File: src/rtl/idct4_pkg.sv
package idct4_pkg;

   localparam int unsigned CW     = 16;
   localparam int unsigned K_SIN  = 35468;
   localparam int unsigned K_COS  = 20091;

   typedef logic signed [CW-1:0] coef_t;

   typedef enum logic [1:0] {
      PH_IDLE = 2'd0,
      PH_COL  = 2'd1,
      PH_ROW  = 2'd2,
      PH_HOLD = 2'd3
   } phase_t;

   function automatic coef_t clip17(input logic signed [CW:0] s);
      if (s[CW] != s[CW-1])
         return s[CW] ? {1'b1, {(CW-1){1'b0}}} : {1'b0, {(CW-1){1'b1}}};
      return s[CW-1:0];
   endfunction

   function automatic coef_t sat_add(input coef_t a, input coef_t b);
      logic signed [CW:0] s;
      s = {a[CW-1], a} + {b[CW-1], b};
      return clip17(s);
   endfunction

   function automatic coef_t sat_sub(input coef_t a, input coef_t b);
      logic signed [CW:0] s;
      s = {a[CW-1], a} - {b[CW-1], b};
      return clip17(s);
   endfunction

   // upper half of x*k for an unsigned constant k below 2^CW
   function automatic coef_t mul_hi(input coef_t x, input int unsigned k);
      logic signed [2*CW+1:0] p;
      p = $signed({{(CW+2){x[CW-1]}}, x}) * $signed((2*CW+2)'(k));
      return p[2*CW-1:CW];
   endfunction

   function automatic coef_t s_term(input coef_t x);
      return mul_hi(x, K_SIN);
   endfunction

   function automatic coef_t k_term(input coef_t x);
      return sat_add(x, mul_hi(x, K_COS));
   endfunction

endpackage

File: src/rtl/idct4_dequant.sv
module idct4_dequant
   import idct4_pkg::*;
(
   input  coef_t             coef_i,
   input  logic [CW-1:0]     fac_i,
   output coef_t             deq_o
);
   // low half of the product only: wraps, never saturates
   assign deq_o = coef_i * coef_t'(fac_i);
endmodule

File: src/rtl/idct4_bfly.sv
module idct4_bfly
   import idct4_pkg::*;
(
   input  coef_t x0_i,
   input  coef_t x1_i,
   input  coef_t x2_i,
   input  coef_t x3_i,
   output coef_t y0_o,
   output coef_t y1_o,
   output coef_t y2_o,
   output coef_t y3_o
);
   coef_t ev0, ev1, od0, od1;

   always_comb begin
      ev0 = sat_add(x0_i, x2_i);
      ev1 = sat_sub(x0_i, x2_i);
      od1 = sat_sub(s_term(x1_i), k_term(x3_i));
      od0 = sat_add(k_term(x1_i), s_term(x3_i));
   end

   assign y0_o = sat_add(ev0, od0);
   assign y1_o = sat_add(ev1, od1);
   assign y2_o = sat_sub(ev1, od1);
   assign y3_o = sat_sub(ev0, od0);
endmodule

File: src/rtl/idct4_px.sv
module idct4_px
   import idct4_pkg::*;
#(
   parameter int unsigned PIX_W    = 8,
   parameter int unsigned ROUND_SH = 3
) (
   input  coef_t              v_i,
   input  logic [PIX_W-1:0]   pred_i,
   output logic [PIX_W-1:0]   pix_o
);
   localparam logic signed [CW:0] RND  = (CW+1)'(1 << (ROUND_SH-1));
   localparam logic signed [CW:0] PMAX = (CW+1)'((1 << PIX_W) - 1);

   if (ROUND_SH < 1 || ROUND_SH >= CW) begin : g_bad_sh
      $error("idct4_px: ROUND_SH out of range");
   end
   if (PIX_W >= CW) begin : g_bad_pw
      $error("idct4_px: PIX_W must be narrower than the coefficient");
   end

   logic signed [CW:0] biased, res, total;

   always_comb begin
      biased = {v_i[CW-1], v_i} + RND;
      res    = biased >>> ROUND_SH;
      total  = res + $signed({{(CW+1-PIX_W){1'b0}}, pred_i});
      if (total < 0)
         pix_o = '0;
      else if (total > PMAX)
         pix_o = {PIX_W{1'b1}};
      else
         pix_o = total[PIX_W-1:0];
   end
endmodule

File: src/rtl/idct4_recon.sv
module idct4_recon
   import idct4_pkg::*;
#(
   parameter int unsigned COEF_W   = 16,
   parameter int unsigned PIX_W    = 8,
   parameter int unsigned ROUND_SH = 3
) (
   input  logic                  clk,
   input  logic                  rst,
   input  logic                  in_valid,
   output logic                  in_ready,
   input  logic [16*COEF_W-1:0]  in_coef,
   input  logic [16*COEF_W-1:0]  in_dqf,
   input  logic [16*PIX_W-1:0]   in_pred,
   output logic                  out_valid,
   input  logic                  out_ready,
   output logic [16*PIX_W-1:0]   out_pix,
   output logic                  coef_clear
);
   localparam int unsigned NPT = 4;
   localparam int unsigned NEL = NPT * NPT;
   localparam int unsigned SW  = $clog2(NPT);

   if (COEF_W != CW) begin : g_bad_cw
      $error("idct4_recon: COEF_W must match the package width");
   end

   coef_t             coef_q [NEL];
   logic [CW-1:0]     dqf_q  [NEL];
   logic [PIX_W-1:0]  pred_q [NEL];
   coef_t             mid_q  [NEL];
   logic [PIX_W-1:0]  pix_q  [NEL];
   phase_t            ph_q;
   logic [SW-1:0]     step_q;
   logic              clr_q;

   coef_t             deq  [NPT];
   coef_t             bin  [NPT];
   coef_t             bout [NPT];
   logic [PIX_W-1:0]  px   [NPT];

   for (genvar g = 0; g < NPT; g++) begin : g_lane
      localparam logic [SW-1:0] LI = SW'(g);

      // first pass: lane g reads row g of column step_q
      idct4_dequant u_dq (
         .coef_i (coef_q[{LI, step_q}]),
         .fac_i  (dqf_q[{LI, step_q}]),
         .deq_o  (deq[g])
      );

      // second pass: lane g reads column g of row step_q (transposed view)
      assign bin[g] = (ph_q == PH_ROW) ? mid_q[{step_q, LI}] : deq[g];

      idct4_px #(.PIX_W(PIX_W), .ROUND_SH(ROUND_SH)) u_px (
         .v_i    (bout[g]),
         .pred_i (pred_q[{step_q, LI}]),
         .pix_o  (px[g])
      );
   end

   idct4_bfly u_bfly (
      .x0_i (bin[0]), .x1_i (bin[1]), .x2_i (bin[2]), .x3_i (bin[3]),
      .y0_o (bout[0]), .y1_o (bout[1]), .y2_o (bout[2]), .y3_o (bout[3])
   );

   always_ff @(posedge clk) begin
      if (rst) begin
         ph_q   <= PH_IDLE;
         step_q <= '0;
         clr_q  <= 1'b0;
         for (int i = 0; i < NEL; i++) begin
            coef_q[i] <= '0;
            dqf_q[i]  <= '0;
            pred_q[i] <= '0;
            mid_q[i]  <= '0;
            pix_q[i]  <= '0;
         end
      end else begin
         clr_q <= 1'b0;
         case (ph_q)
            PH_IDLE: begin
               if (in_valid) begin
                  for (int i = 0; i < NEL; i++) begin
                     coef_q[i] <= in_coef[COEF_W*i +: COEF_W];
                     dqf_q[i]  <= in_dqf[COEF_W*i +: COEF_W];
                     pred_q[i] <= in_pred[PIX_W*i +: PIX_W];
                  end
                  clr_q  <= 1'b1;
                  step_q <= '0;
                  ph_q   <= PH_COL;
               end
            end
            PH_COL: begin
               for (int k = 0; k < NPT; k++)
                  mid_q[{SW'(k), step_q}] <= bout[k];
               step_q <= step_q + 1'b1;
               if (step_q == SW'(NPT-1)) ph_q <= PH_ROW;
            end
            PH_ROW: begin
               for (int k = 0; k < NPT; k++)
                  pix_q[{step_q, SW'(k)}] <= px[k];
               step_q <= step_q + 1'b1;
               if (step_q == SW'(NPT-1)) ph_q <= PH_HOLD;
            end
            PH_HOLD: begin
               if (out_ready) ph_q <= PH_IDLE;
            end
            default: ph_q <= PH_IDLE;
         endcase
      end
   end

   assign in_ready   = (ph_q == PH_IDLE);
   assign out_valid  = (ph_q == PH_HOLD);
   assign coef_clear = clr_q;

   for (genvar i = 0; i < NEL; i++) begin : g_out
      assign out_pix[PIX_W*i +: PIX_W] = pix_q[i];
   end
endmodule

File: config.mk
export PLATFORM = sky130hd
export DESIGN_NAME = idct4_recon
export DESIGN_NICKNAME = d
export VERILOG_FILES = /design/src/rtl/idct4_pkg.sv /design/src/rtl/idct4_dequant.sv /design/src/rtl/idct4_bfly.sv /design/src/rtl/idct4_px.sv /design/src/rtl/idct4_recon.sv
export SDC_FILE = /design/constraint.sdc
export NUM_CORES = 2
export LEC_CHECK = 0
export CAP_MARGIN = 20
export CORE_MARGIN = 5
export CORE_UTILIZATION = 30
export DETAILED_ROUTE_END_ITERATION = 8
export PLACE_DENSITY = 0.53
export SETUP_SLACK_MARGIN = 0.15
export SLEW_MARGIN = 30
export SYNTH_ARGS = -nofsm -noshare
export SYNTH_HDL_FRONTEND = slang
export SYNTH_SLANG_ARGS = --single-unit
File: constraint.sdc
create_clock -name clk -period 25 [get_ports clk]
set_clock_uncertainty 0.2 [all_clocks]
set_input_delay 2.5 -clock clk [delete_from_list [all_inputs] [get_ports clk]]
set_output_delay 2.5 -clock clk [all_outputs]
set_load 0.1 [all_outputs]
# == Word-level counts from Yosys, hierarchy flattened ==
# Memories as Yosys holds them, arrays and structs flattened. A register that Yosys moved wholly into a read port is not among the register bits.
# Cells that the tools add are included.
# op_classes
n_reduce_logical,13
n_addsub,19
mul,8
muxes,175
eq_ne,18
n_lt_le_gt_ge,8
n_bitwise,48
# ops
operator,n
16-bit two-way mux,70
8-bit two-way mux,28
4-bit two-way mux,40
16-bit by 16-bit adder with 17-bit output,6
"16-bit by 4-bit adder with 17-bit output, second input constant",4
16-bit by 16-bit subtractor with 17-bit output,4
16-bit by 16-bit multiplier with 16-bit output,4
"16-bit by 16-bit multiplier with 32-bit output, second input constant",2
16-bit OR reduction,4
14-bit by 9-bit adder with 15-bit output,4
"15-bit by 9-bit greater-than comparator with 1-bit output, second input constant",4
"15-bit by 1-bit < comparator with 1-bit output, second input constant",4
"16-bit by 15-bit multiplier with 30-bit output, second input constant",2
1-bit OR,48
8-bit OR reduction,4
1-bit two-way mux,30
2-bit two-way mux,5
1-bit inequality test,10
2-bit case mux with 4 select lines,1
"2-bit == test, second input constant",3
"2-bit by 1-bit inequality test with 1-bit output, second input constant",2
"2-bit inequality test, second input constant",2
2-bit case mux with 2 select lines,1
4-bit AND reduction,1
6 further kinds,6
# totals
n_memories,5
register_bits,5
ramBits,1024
# mem_list
name,depth,width,read_ports,rd_ports_with_merged_regs,write_ports,line,rtl
coef_q,16,16,4,4,16,idct4_recon.sv:28,coef_t coef_q [NEL];
dqf_q,16,16,4,4,16,idct4_recon.sv:29,logic [CW-1:0] dqf_q [NEL];
mid_q,16,16,4,4,16,idct4_recon.sv:31,coef_t mid_q [NEL];
pix_q,16,8,16,0,16,idct4_recon.sv:32,logic [PIX_W-1:0] pix_q [NEL];
pred_q,16,8,4,4,16,idct4_recon.sv:30,logic [PIX_W-1:0] pred_q [NEL];

# == Logic depth before layout (Yosys ltp) ==
# depth
ltp_word,21
ltp_mapped,123

# == Hierarchy ==
# Synthesis repeated with hierarchy kept, for this count alone.
# unflattened
cells_unflattened,8133
hier_area_um2,90737.0
# modules_own_cells
module,seq_area_each_um2,cells_each,instances,area_each_um2
idct4_recon,30889.6,2603,1,44370.1
idct4_bfly,0.0,3039,1,25987.4
idct4_dequant (g_lane[0].u_dq ...),0.0,502,3,4215.3
idct4_dequant (g_lane[3].u_dq),0.0,494,1,4141.5
idct4_px (g_lane[0].u_px ...),0.0,109,2,843.3
idct4_px (g_lane[3].u_px),0.0,164,1,1123.6
idct4_px (g_lane[2].u_px),0.0,109,1,782.0

# == Worst setup path after synthesis ==
# Ideal clock, no wire load.
# synth_path
path_kind,register to register
start,register with a tool-made name
end,"memory pix_q[3][6] (netlist: pix_q[0][30]), data pin"
path_stages_with_launch,115
synth_period_minus_slack_ns,24.751
setup_time_ns,0.269
arrival_time_ns,24.282
required_time_ns,24.531
slack_ns,0.249
path_cell_list,dfxtp_1 -> buf_6 -> buf_2 -> mux4_2 -> clkbuf_1 -> and2_1 -> fa_1 -> inv_1 -> fa_1 -> inv_1 -> fa_1 -> fa_1 -> inv_1 -> fa_1 -> fa_1 -> xnor2_1 -> xnor2_1 -> xnor2_1 -> [79 not listed] -> ha_1 -> inv_1 -> or3_1 -> xor2_1 -> ha_1 -> o21ai_0 -> a21oi_1 -> o21ai_0 -> nand2_1 -> a21o_1 -> nand2_1 -> nor2b_1 -> nor2_1 -> a2111oi_0 -> nand3_1 -> o31ai_2 -> buf_4 -> a21oi_1
# synth_rtl
item,line
end: declaration,idct4_recon.sv:32

==> run metrics <==
cell mode on critical path fa_1; Max clock buf depth 3; Tmin final 23880 ps; status completed; vias 61.8k; main area contributors after synthesis edfxtp_1, fa_1, ha_1, mux4_2, inv_1; cell chosen for the clock root clkbuf_16; pin slew with the least headroom to its limit 1060 ps; Post-Route WL 287000 um; Die Span Y 551 um; Hold Crit Depth 2; Setup TNS 0 ps; Crit Path Max Fanout 16; fmax 41.9 MHz; mapped cell area 0.0879 mm^2; layout cells sized above 1 0.101; CTS tree yes; Reg-to-Reg End pix_q[2][25]; Yosys warnings 0; Worst Hold Class flop to flop; Seq/Total Area, Yosys 0.351; Worst R2R Setup Slack 1120 ps; I/O pins 775; Layout area overhead 20.4%; Num CTS Buffers 108; number of global-route vias before repair 64.2k; max incr delay on CP 610 ps; CP required 25260 ps; Starting Density 0.302; fin crit share 0.955; Synth Instances 7981; WS Path Type flop to flop; final setup fails 0; largest net degree at the start of global routing 175; first-pass GRT wire length 421000 um; CTS H-tree depth 3; Post-Layout Cell Count 12.8k; fill cell count 29.0k; Worst EP arrival 24140 ps; Fin. Hold Viols 0; top_reg_cell synth edfxtp_1; clock sinks 1031; 1st-iter DRT viols 4434; Post-route DRC 0; initial antenna violation count 43; number of synthesized register bits 1031; full die area 0.304 mm^2; Post-Syn Nets 10.2k; Skew-Pair Late Insertion Delay 750 ps; Hold Buf Count CTS 0; slowest CP cell mux4_2; post-route ant nets 0; Critical Path Source Type flop; vias per std cell 4.81; Setup WS post-layout 1120 ps; most common cell in the netlist inv_1; core area 0.291 mm^2; maxcap violations 0; top-area cell type share of the netlist area 0.350; synthesized area per cell 11.0 um^2; row count 198; Worst-path clk slew 70 ps; Die Wd 551 um; placed cells 12.6k; GRT Residual Overflow 0; WL per Instance 22.3 um; Layout Utilization 0.364; Final #Nets 11.0k; Worst slew margin 0.294; most frequent cells after synthesis inv_1, edfxtp_1, ha_1; Final GP Congestion 0.927; WHS Endpoint ph_q[1]; Unique masters post-synth 106; area leader, netlist edfxtp_1; I/O Buffers 774; Detailed Place HPWL 232000 um; Max Slew Vio Count 0; Crit. End Element flop; worst slack, placed -1110 ps; EDFF count, synth 1024; Worst Hold Launch ph_q[1]; Reg2Reg Depth 112; ys async rst share 0; gr usage total 0.184; drt pass-1 iters 6
## worst max-delay path by stage
| stage | start | to | slack [ps] | cells after the start |
|---|---|---|---|---|
| 2_1_floorplan | flop | pix_q[0][30] | 250 | 114 |
| 3_3_place_gp | flop | pix_q[3][25] | -1010 | 109 |
| 3_5_place_dp | flop | pix_q[2][25] | -1110 | 109 |
| 4_1_cts | flop | pix_q[2][25] | 170 | 108 |
| 5_1_grt | flop | pix_q[2][26] | -8 | 113 |
| 6_report | flop | pix_q[2][25] | 1120 | 112 |
## sequential cells by signal, summed over array words and instances, names as in the netlist, named ones only
register    flops
coef_clear      1
coef_q        256
dqf_q         256
mid_q         256
ph_q            2
pix_q         128
pred_q        128
step_q          2
## layout make-up
class | count | area [um^2] | share of cell area
repair buffers | 1054 | 10100 | 0.0950
well taps | 3900 | 4880 | 0.0461
inverters | 1199 | 4510 | 0.0426
diodes | 10 | 25.0 | 0.000236
multi-input cells | 5457 | 52000 | 0.491
clock buffers | 122 | 2760 | 0.0260
clock inverters | 75 | 806 | 0.00761
flip-flops and latches | 1031 | 30900 | 0.292
## cell usage in the layout (no fill, tap or decap), types with 12 or more instances in the layout
cell type / Yosys / final
clkdlybuf4s50_1: 0 / 759
o31ai_1: 16 / 14
ha_2: 0 / 15
nor3_1: 73 / 72
xor2_1: 119 / 115
and3_1: 18 / 17
o21a_1: 114 / 112
nand2b_1: 55 / 48
nand2_1: 473 / 466
edfxtp_1: 1024 / 1024
mux2i_1: 21 / 21
mux4_2: 224 / 224
a21oi_2: 5 / 25
nor2_1: 548 / 540
o21ai_2: 1 / 14
ha_1: 874 / 855
clkinv_1: 0 / 21
o21bai_1: 32 / 29
inv_1: 1194 / 1191
mux2_2: 19 / 18
buf_4: 10 / 252
a21o_1: 88 / 88
clkbuf_16: 0 / 110
fa_1: 662 / 661
or2_2: 17 / 17
or3_1: 27 / 26
nand3_1: 31 / 31
o21ai_1: 21 / 33
clkinv_2: 0 / 17
xnor2_1: 279 / 272
a21oi_1: 281 / 259
buf_2: 33 / 15
o21ai_0: 221 / 195
clkbuf_1: 231 / 14
a21boi_0: 30 / 21
and2_1: 648 / 647
o211ai_1: 20 / 20
nand4_1: 12 / 12
nor2b_1: 298 / 296
a31oi_1: 19 / 12
## per-layer routing
metal	global-route usage	vias to the layer above	wire, um
li1	-	28500	-
met1	0.239	31300	121000
met2	0.321	1633	143000
met3	0.0274	325	14700
met4	0.0460	40	7910
met5	0	-	257
## cell families (layout without fill, tap and decap cells)
group,count (synthesis),count (layout),synth area share
AND/OR/NAND/NOR,2265,2265,0.132
adder cells (fa/ha/maj),1536,1536,0.275
buffers and inverters,1493,2450,0.0655
flip-flops,1031,1031,0.351
AO/OA/AOI/OAI,990,990,0.0732
XOR/XNOR,401,401,0.0403
multiplexers,265,265,0.0624
other,0,10,0
## worst max-delay path, delay by kind of cell (launching register included)
family                     cells  cell delay [ps]
AOI/OAI and AO/OA             38             6160
buffers and inverters         18             2070
muxes                          2              840
and+or+nand+nor               23             3460
xor gates and xnor gates       9             1950
DFF                            1              470
adders and majority gates     22             8400
## through the flow
step,instance area (um^2),hold WS (ps)
2_1_floorplan,87900,310
3_3_place_gp,101000,372
6_report,106000,414
4_1_cts,105000,419
3_5_place_dp,101000,407
5_1_grt,106000,445
## timing repair
action / in CTS / in global routing
gates resized for setup: 32 / 151
endpoints found under the setup margin: 128 / 128
cloned: 1 / 4
pin swaps: 7 / 46
buffers inserted: 14 / 61
Power is left out: the tool's default activity adds up to more than one toggle a clock period on the data nets, which glitch-free logic cannot reach.
